`src/rtl/wmm_pkg.sv`:
```
package wmm_pkg;
   // one flag per event kind, raised in the sampled cycle
   typedef struct packed {
      logic hwm;
      logic ovf;
      logic bp;
   } wmm_evt_t;
endpackage

```
`src/rtl/wmm_stat_acc.sv`:
```
module wmm_stat_acc #(
   parameter int LVL_W    = 8,
   parameter int WIN_LOG2 = 4,
   parameter int ROUND    = 0
) (
   input  logic             clk_i,
   input  logic             rst_ni,
   input  logic [LVL_W-1:0] lvl_i,
   input  logic [LVL_W-1:0] wm_hi_i,
   input  logic             clr_i,
   output logic             vld_o,
   output logic [LVL_W-1:0] min_o,
   output logic [LVL_W-1:0] max_o,
   output logic [LVL_W-1:0] avg_o,
   output logic             hit_o
);
   localparam int N     = 1 << WIN_LOG2;
   localparam int SUM_W = LVL_W + WIN_LOG2;

   logic [WIN_LOG2-1:0] cnt_q;
   logic [LVL_W-1:0]    min_q, max_q;
   logic [SUM_W-1:0]    sum_q;
   logic                hit_q;

   logic                first, close;
   logic [LVL_W-1:0]    min_n, max_n, avg_n;
   logic [SUM_W-1:0]    sum_n;
   logic                hit_n;

   always_comb begin
      first = clr_i || (cnt_q == '0);
      close = !clr_i && (&cnt_q);
      min_n = (first || (lvl_i < min_q)) ? lvl_i : min_q;
      max_n = (first || (lvl_i > max_q)) ? lvl_i : max_q;
      sum_n = (first ? '0 : sum_q) + SUM_W'(lvl_i);
      hit_n = (first ? 1'b0 : hit_q) | (lvl_i >= wm_hi_i);
   end

   generate
      if (ROUND != 0) begin : g_round
         logic [SUM_W:0] sum_r;
         always_comb begin
            sum_r = {1'b0, sum_n} + (SUM_W+1)'(N / 2);
            avg_n = LVL_W'(sum_r >> WIN_LOG2);
         end
      end else begin : g_trunc
         always_comb avg_n = LVL_W'(sum_n >> WIN_LOG2);
      end
   endgenerate

   always_ff @(posedge clk_i or negedge rst_ni) begin
      if (!rst_ni) begin
         cnt_q <= '0;
         min_q <= '0;
         max_q <= '0;
         sum_q <= '0;
         hit_q <= 1'b0;
         vld_o <= 1'b0;
         min_o <= '0;
         max_o <= '0;
         avg_o <= '0;
         hit_o <= 1'b0;
      end else begin
         cnt_q <= clr_i ? WIN_LOG2'(1) : cnt_q + 1'b1;
         min_q <= min_n;
         max_q <= max_n;
         sum_q <= sum_n;
         hit_q <= hit_n;
         vld_o <= close;
         if (close) begin
            min_o <= min_n;
            max_o <= max_n;
            avg_o <= avg_n;
            hit_o <= hit_n;
         end
      end
   end

   // a reported window is ordered min <= avg <= max
   a_r3_order: assert property (@(posedge clk_i) disable iff (!rst_ni)
      vld_o |-> (min_o <= avg_o) && (avg_o <= max_o));
   // a window of two or more samples cannot close twice in a row
   a_r2_single_pulse: assert property (@(posedge clk_i) disable iff (!rst_ni)
      vld_o |=> !vld_o);
   // a clear never closes a window on the next edge
   a_r5_clr_no_close: assert property (@(posedge clk_i) disable iff (!rst_ni)
      clr_i |=> !vld_o);
endmodule

```
`src/rtl/wmm_hyst_det.sv`:
```
module wmm_hyst_det #(
   parameter int LVL_W = 8
) (
   input  logic             clk_i,
   input  logic             rst_ni,
   input  logic [LVL_W-1:0] lvl_i,
   input  logic [LVL_W-1:0] wm_lo_i,
   input  logic [LVL_W-1:0] wm_hi_i,
   output logic             fire_o
);
   logic armed_q;

   assign fire_o = armed_q && (lvl_i >= wm_hi_i);

   always_ff @(posedge clk_i or negedge rst_ni) begin
      if (!rst_ni)                        armed_q <= 1'b1;
      else if (fire_o)                    armed_q <= 1'b0;
      else if (!armed_q && lvl_i < wm_lo_i) armed_q <= 1'b1;
   end

   // a crossing fires once, never on two consecutive cycles
   a_r6_once: assert property (@(posedge clk_i) disable iff (!rst_ni)
      fire_o |=> !fire_o);
   // a disarmed detector stays disarmed while the level is not below low
   a_r6_stay_off: assert property (@(posedge clk_i) disable iff (!rst_ni)
      (!armed_q && (lvl_i >= wm_lo_i)) |=> !armed_q);
endmodule

```
`src/rtl/wmm_evt_tag.sv`:
```
module wmm_evt_tag
   import wmm_pkg::*;
#(
   parameter int LVL_W = 8,
   parameter int TS_W  = 16
) (
   input  logic             clk_i,
   input  logic             rst_ni,
   input  wmm_evt_t         evt_i,
   input  logic [LVL_W-1:0] lvl_i,
   output logic             hwm_o,
   output logic             ovf_o,
   output logic             bp_o,
   output logic [TS_W-1:0]  ts_o,
   output logic [LVL_W-1:0] lvl_o
);
   logic [TS_W-1:0] ts_q;
   logic            any_in, any_out;

   assign any_in  = evt_i.hwm | evt_i.ovf | evt_i.bp;
   assign any_out = hwm_o | ovf_o | bp_o;

   always_ff @(posedge clk_i or negedge rst_ni) begin
      if (!rst_ni) begin
         ts_q  <= '0;
         hwm_o <= 1'b0;
         ovf_o <= 1'b0;
         bp_o  <= 1'b0;
         ts_o  <= '0;
         lvl_o <= '0;
      end else begin
         ts_q  <= ts_q + 1'b1;
         hwm_o <= evt_i.hwm;
         ovf_o <= evt_i.ovf;
         bp_o  <= evt_i.bp;
         if (any_in) begin
            ts_o  <= ts_q;
            lvl_o <= lvl_i;
         end
      end
   end

   // events on back-to-back cycles carry timestamps one apart
   a_r9_ts_step: assert property (@(posedge clk_i) disable iff (!rst_ni)
      (any_out && $past(any_out)) |-> (ts_o == TS_W'($past(ts_o) + 1'b1)));
   // tag holds while no event is raised
   a_r9_tag_hold: assert property (@(posedge clk_i) disable iff (!rst_ni)
      !any_in |=> ($stable(ts_o) && $stable(lvl_o)));
endmodule

```
`src/rtl/fifo_wm_monitor.sv`:
```
module fifo_wm_monitor
   import wmm_pkg::*;
#(
   parameter int LVL_W    = 8,
   parameter int TS_W     = 16,
   parameter int WIN_LOG2 = 4,
   parameter int ROUND    = 0
) (
   input  logic             clk_i,
   input  logic             rst_ni,
   input  logic [LVL_W-1:0] fill_lvl_i,
   input  logic             push_i,
   input  logic             pop_i,
   input  logic             full_i,
   input  logic             bp_i,
   input  logic [LVL_W-1:0] wm_lo_i,
   input  logic [LVL_W-1:0] wm_hi_i,
   input  logic             win_clr_i,
   output logic             stat_vld_o,
   output logic [LVL_W-1:0] stat_min_o,
   output logic [LVL_W-1:0] stat_max_o,
   output logic [LVL_W-1:0] stat_avg_o,
   output logic             stat_hit_o,
   output logic             ev_hwm_o,
   output logic             ev_ovf_o,
   output logic             ev_bp_o,
   output logic [TS_W-1:0]  ev_ts_o,
   output logic [LVL_W-1:0] ev_lvl_o
);
   generate
      if (LVL_W < 2)          begin : g_bad_lvl   $error("LVL_W must be at least 2");        end
      if (TS_W < 2)           begin : g_bad_ts    $error("TS_W must be at least 2");         end
      if (WIN_LOG2 < 1 || WIN_LOG2 > 24)
                              begin : g_bad_win   $error("WIN_LOG2 must be 1 to 24");        end
      if (ROUND < 0 || ROUND > 1)
                              begin : g_bad_round $error("ROUND must be 0 or 1");            end
   endgenerate

   logic     bp_q;
   wmm_evt_t evt;

   always_ff @(posedge clk_i or negedge rst_ni) begin
      if (!rst_ni) bp_q <= 1'b0;
      else         bp_q <= bp_i;
   end

   assign evt.ovf = push_i && full_i && !pop_i;
   assign evt.bp  = bp_i && !bp_q;

   wmm_hyst_det #(.LVL_W(LVL_W)) u_hyst (
      .clk_i   (clk_i),
      .rst_ni  (rst_ni),
      .lvl_i   (fill_lvl_i),
      .wm_lo_i (wm_lo_i),
      .wm_hi_i (wm_hi_i),
      .fire_o  (evt.hwm)
   );

   wmm_stat_acc #(.LVL_W(LVL_W), .WIN_LOG2(WIN_LOG2), .ROUND(ROUND)) u_stat (
      .clk_i   (clk_i),
      .rst_ni  (rst_ni),
      .lvl_i   (fill_lvl_i),
      .wm_hi_i (wm_hi_i),
      .clr_i   (win_clr_i),
      .vld_o   (stat_vld_o),
      .min_o   (stat_min_o),
      .max_o   (stat_max_o),
      .avg_o   (stat_avg_o),
      .hit_o   (stat_hit_o)
   );

   wmm_evt_tag #(.LVL_W(LVL_W), .TS_W(TS_W)) u_tag (
      .clk_i   (clk_i),
      .rst_ni  (rst_ni),
      .evt_i   (evt),
      .lvl_i   (fill_lvl_i),
      .hwm_o   (ev_hwm_o),
      .ovf_o   (ev_ovf_o),
      .bp_o    (ev_bp_o),
      .ts_o    (ev_ts_o),
      .lvl_o   (ev_lvl_o)
   );

   // a push into a full buffer without a pop is always reported
   a_r7_ovf_seen: assert property (@(posedge clk_i) disable iff (!rst_ni)
      (push_i && full_i && !pop_i) |=> ev_ovf_o);
   // a paired push and pop is never an overflow
   a_r7_pair_quiet: assert property (@(posedge clk_i) disable iff (!rst_ni)
      (push_i && pop_i) |=> !ev_ovf_o);
   // backpressure that was already high gives no onset event
   a_r8_level_quiet: assert property (@(posedge clk_i) disable iff (!rst_ni)
      (bp_i && $past(bp_i)) |=> !ev_bp_o);
endmodule

```
`config.mk`:
```
export PLATFORM = sky130hd
export DESIGN_NAME = fifo_wm_monitor
export DESIGN_NICKNAME = d
export VERILOG_FILES = /design/src/rtl/wmm_pkg.sv /design/src/rtl/wmm_stat_acc.sv /design/src/rtl/wmm_hyst_det.sv /design/src/rtl/wmm_evt_tag.sv /design/src/rtl/fifo_wm_monitor.sv
export SDC_FILE = /design/constraint.sdc
export NUM_CORES = 1
export LEC_CHECK = 0
export ABC_AREA = 1
export BUFFER_PORTS_ARGS = -buffer_cell sky130_fd_sc_hd__clkbuf_2
export CORE_ASPECT_RATIO = 0.7
export CORE_MARGIN = 2
export CORE_UTILIZATION = 57
export CTS_CLUSTER_DIAMETER = 120
export DETAILED_ROUTE_END_ITERATION = 8
export PLACE_DENSITY = 0.8
export SYNTH_ARGS = -nofsm -noshare
export SYNTH_HDL_FRONTEND = slang
export SYNTH_SLANG_ARGS = --single-unit
export TNS_END_PERCENT = 20
```
`constraint.sdc`:
```
create_clock -name clk_i -period 2.6 [get_ports clk_i]
set_clock_uncertainty 0.2 [all_clocks]
set_input_delay 0.26 -clock clk_i [delete_from_list [all_inputs] [get_ports clk_i]]
set_output_delay 0.26 -clock clk_i [all_outputs]
set_load 0.02 [all_outputs]
```
==> impl_results.md <==
* Outcome: finished clean
* Pre-CTS worst setup slack at 0.02373 ns
* Clock sink count at 104
* Top Ports at 84
* Synth Flop Type: dfrtp_1
* Pwr Total at 4.421 mW
* Core Area at 0.009144 mm²
* Most frequent cells after synthesis: 181 x nand2_1, 103 x dfrtp_1, 83 x inv_1
* Post-synth EDFFs at 0
* DRC errors left at 0
* WL/cell at 14.59 µm
* CP startpoint kind: flop
* Layout area overhead at 18.34%
* Die width at 120.4 µm
* Worst-path clk slew at 0.07 ns
* Grt total ovfl at 0
* Cell accounting for the most synthesized area: dfrtp_1
* MaxCap Viol Count at 0
* CTS Buf Count at 9
* DR vias/cell at 5.179
* CP max FO at 8
* Root buffer cell: clkbuf_16
* Post-synthesis cell type count at 34
* Post-Syn Area at 0.005404 mm²
* PnR worst setup slack at 0.09011 ns
* Vias in the first global route at 4382
* Largest net degree at the start of global routing at 45
* Worst vdd ir at 0.3749 mV
* Async S/R FF share, synth at 100.0%
* Detailed placer's ending HPWL at 8974 µm
* Data arrival, critical path at 2.55 ns
* F_max at 398.4 MHz
* Slew HR at 68.67%
* Layout cell share with drive strength beyond 1 at 19.15%
* Measured slew at the worst slew-check pin at 0.4699 ns
* Fin. Hold Viols at 0
* Most used cell, CP: nand2_1
* GRT Util Overall at 25.74%
* Port-buffer cells at 83
* Nets at 794
* Iter 0 DRT Violations at 299
* Yosys warnings at 0
* Initial antenna violation count at 0
* Most area-consuming cells after synthesis: dfrtp_1 48%, nand2_1 13%, ha_1 9.5%
* Pre-antenna DRT Iters at 5
* Crit end category: flop
* Final worst-path cycle share at 96.53%
* Reg2reg setup slack at 0.09 ns
* Cells along the critical path: inv_1, ha_2, nand2_4, nand2_8, buf_4, nor2_1, ha_1, nand2_1, inv_1, nand2_1, a21oi_2, nand3_2, nand3_1, nand2_1, and2_1
* Synthesized Nets at 698
* Filler cells at 742
* Detailed-route wire length at 12400 µm
* Clock latency on the worst-skew pair at 0.35 ns
* RSZ-0062 raised after global routing: yes
* Type of the worst min-delay path: input port to flop
* Post-synthesis sequential area ratio at 48.18%
* ANT nets after route at 0
* Worst-case clock buffer depth at 2
* CTS tree: yes
* Yosys top cell area share at 47.70%
* GP Congestion at 0.8896
* Slew Limit Fails at 0
* H-tree depth at 3
* Endpoints failing setup at 0
* Ant diodes at 0
* Synth Area per Inst at 8.646 µm²
* Largest stage delay, worst path at 0.41 ns
* Seq cells post-synth at 104
* Leak at 3.582 nW
* Min Hold Slack at 0.03529 ns
* Kind of critical path: flop to flop
* Cell with the most instances after synthesis: nand2_1
* First-pass GRT wire length at 20770 µm
* Final Critical Period at 2.510 ns
* Mapped Cells at 625
* Via Count at 4402
* Full die area at 0.01029 mm²
* Slowest-stage cell, CP: dfrtp_1
* Site row count at 29
* Die Span Y at 85.47 µm
* Req. time, crit path at 2.64 ns
* Initial Utilization at 59.10%
* Cell Pwr Density at 691.3 mW/mm²
-- path summary, 6_finish.rpt --
kind	start	to	cells past startpoint
setup reg to reg	u_stat.cnt_q[1]	u_stat.sum_q[11]	15
setup / recovery	u_stat.cnt_q[1]	u_stat.sum_q[11]	15
hold reg to reg	bp_q	u_tag.bp_o	1
min in group asynchronous	rst_ni	u_stat.vld_o	2
hold / removal	fill_lvl_i[0]	u_tag.lvl_o[0]	3
max in group asynchronous	rst_ni	u_tag.ts_o[5]	3
-- stage by stage --
step                std cells  util [%]  setup TNS [ns]  area (µm²)
finish                    850     69.94               0        6395
global route              850     69.94         -0.1509        6395
CTS                       848     69.36               0        6342
detailed placement        827     65.24               0        5966
global placement          827     65.24               0        5966
floorplan                 625         -               0        5404
-- routing by layer --
metal / global-route usage (%) / vias up / part of all wire [%]
li1: - / 2169 / -
met3: 5.108 / 14 / 4.6
met2: 42.12 / 123 / 47
met4: 6.342 / 0 / 1.1
met5: 0 / - / 0
met1: 35.70 / 2096 / 47
-- what timing repair did --
item	CTS	global route
hold buffers	5	0
setup buffers	0	2
hold endpoints to repair	35	0
gates resized for setup	0	11
setup endpoints to repair	0	8
-- layout by cell type (no fill, tap or decap), types with 2 or more instances in the layout --
master / n
nand2_1: 180
dfrtp_1: 103
inv_1: 82
clkbuf_2: 82
nand3_1: 71
ha_1: 39
nor2_1: 21
a21oi_1: 19
and2_1: 18
xor2_1: 16
buf_4: 10
clkbuf_16: 9
nand4_1: 7
nor3_1: 5
xnor2_1: 5
o21ai_0: 5
nand2_2: 5
dlygate4sd3_1: 5
nand3_2: 4
nor2_2: 3
a21oi_2: 3
inv_2: 3
nand3b_1: 3
o21a_1: 3
nor3_4: 2
o21bai_1: 2
ha_2: 2
bufinv_16: 2
inv_6: 2
-- critical path: cells and delay by family (launching register included) --
kind / cells / cell delay (ns)
buffers and inverters: 3 / 0.30
AO/OA/AOI/OAI: 1 / 0.15
flip-flops: 1 / 0.41
adder cells (fa/ha/maj): 2 / 0.56
AND/OR/NAND/NOR: 9 / 0.78
-- kinds of logic (layout without fill, tap and decap cells) --
kind of cell | Yosys count | after routing | synth area share [%]
simple gates | 324 | 324 | 27.48
flops | 104 | 104 | 48.18
buf+inv | 99 | 200 | 7.525
fa+ha+maj | 42 | 42 | 9.863
compound gates | 35 | 35 | 3.542
xor+xnor | 21 | 21 | 3.403
-- area by class of cell --
type	count	area, µm²	area share (%)
clock buffers	9	225.2	3.522
clock inverters	7	101.3	1.585
inverters	86	325.3	5.087
well taps	124	155.1	2.426
multi-input cells	422	2429	37.98
repair buffers	98	555.5	8.687
flip-flops and latches	104	2604	40.72
-- sequential cells by signal, indices dropped and copies added, names as in the netlist, 4 cells and up --
name / flops
u_stat.avg_o: 8
u_stat.cnt_q: 4
u_stat.max_o: 8
u_stat.max_q: 8
u_stat.min_o: 8
u_stat.min_q: 8
u_stat.sum_q: 12
u_tag.lvl_o: 8
u_tag.ts_o: 16
u_tag.ts_q: 16
-- where the power goes --
group,total (mW),switching [mW],internal (mW)
combinational,1.05,0.685,0.361
clock,1.48,0.628,0.856
sequential,1.89,0.0846,1.81
No activity file was read; power rests on OpenSTA's default activity.
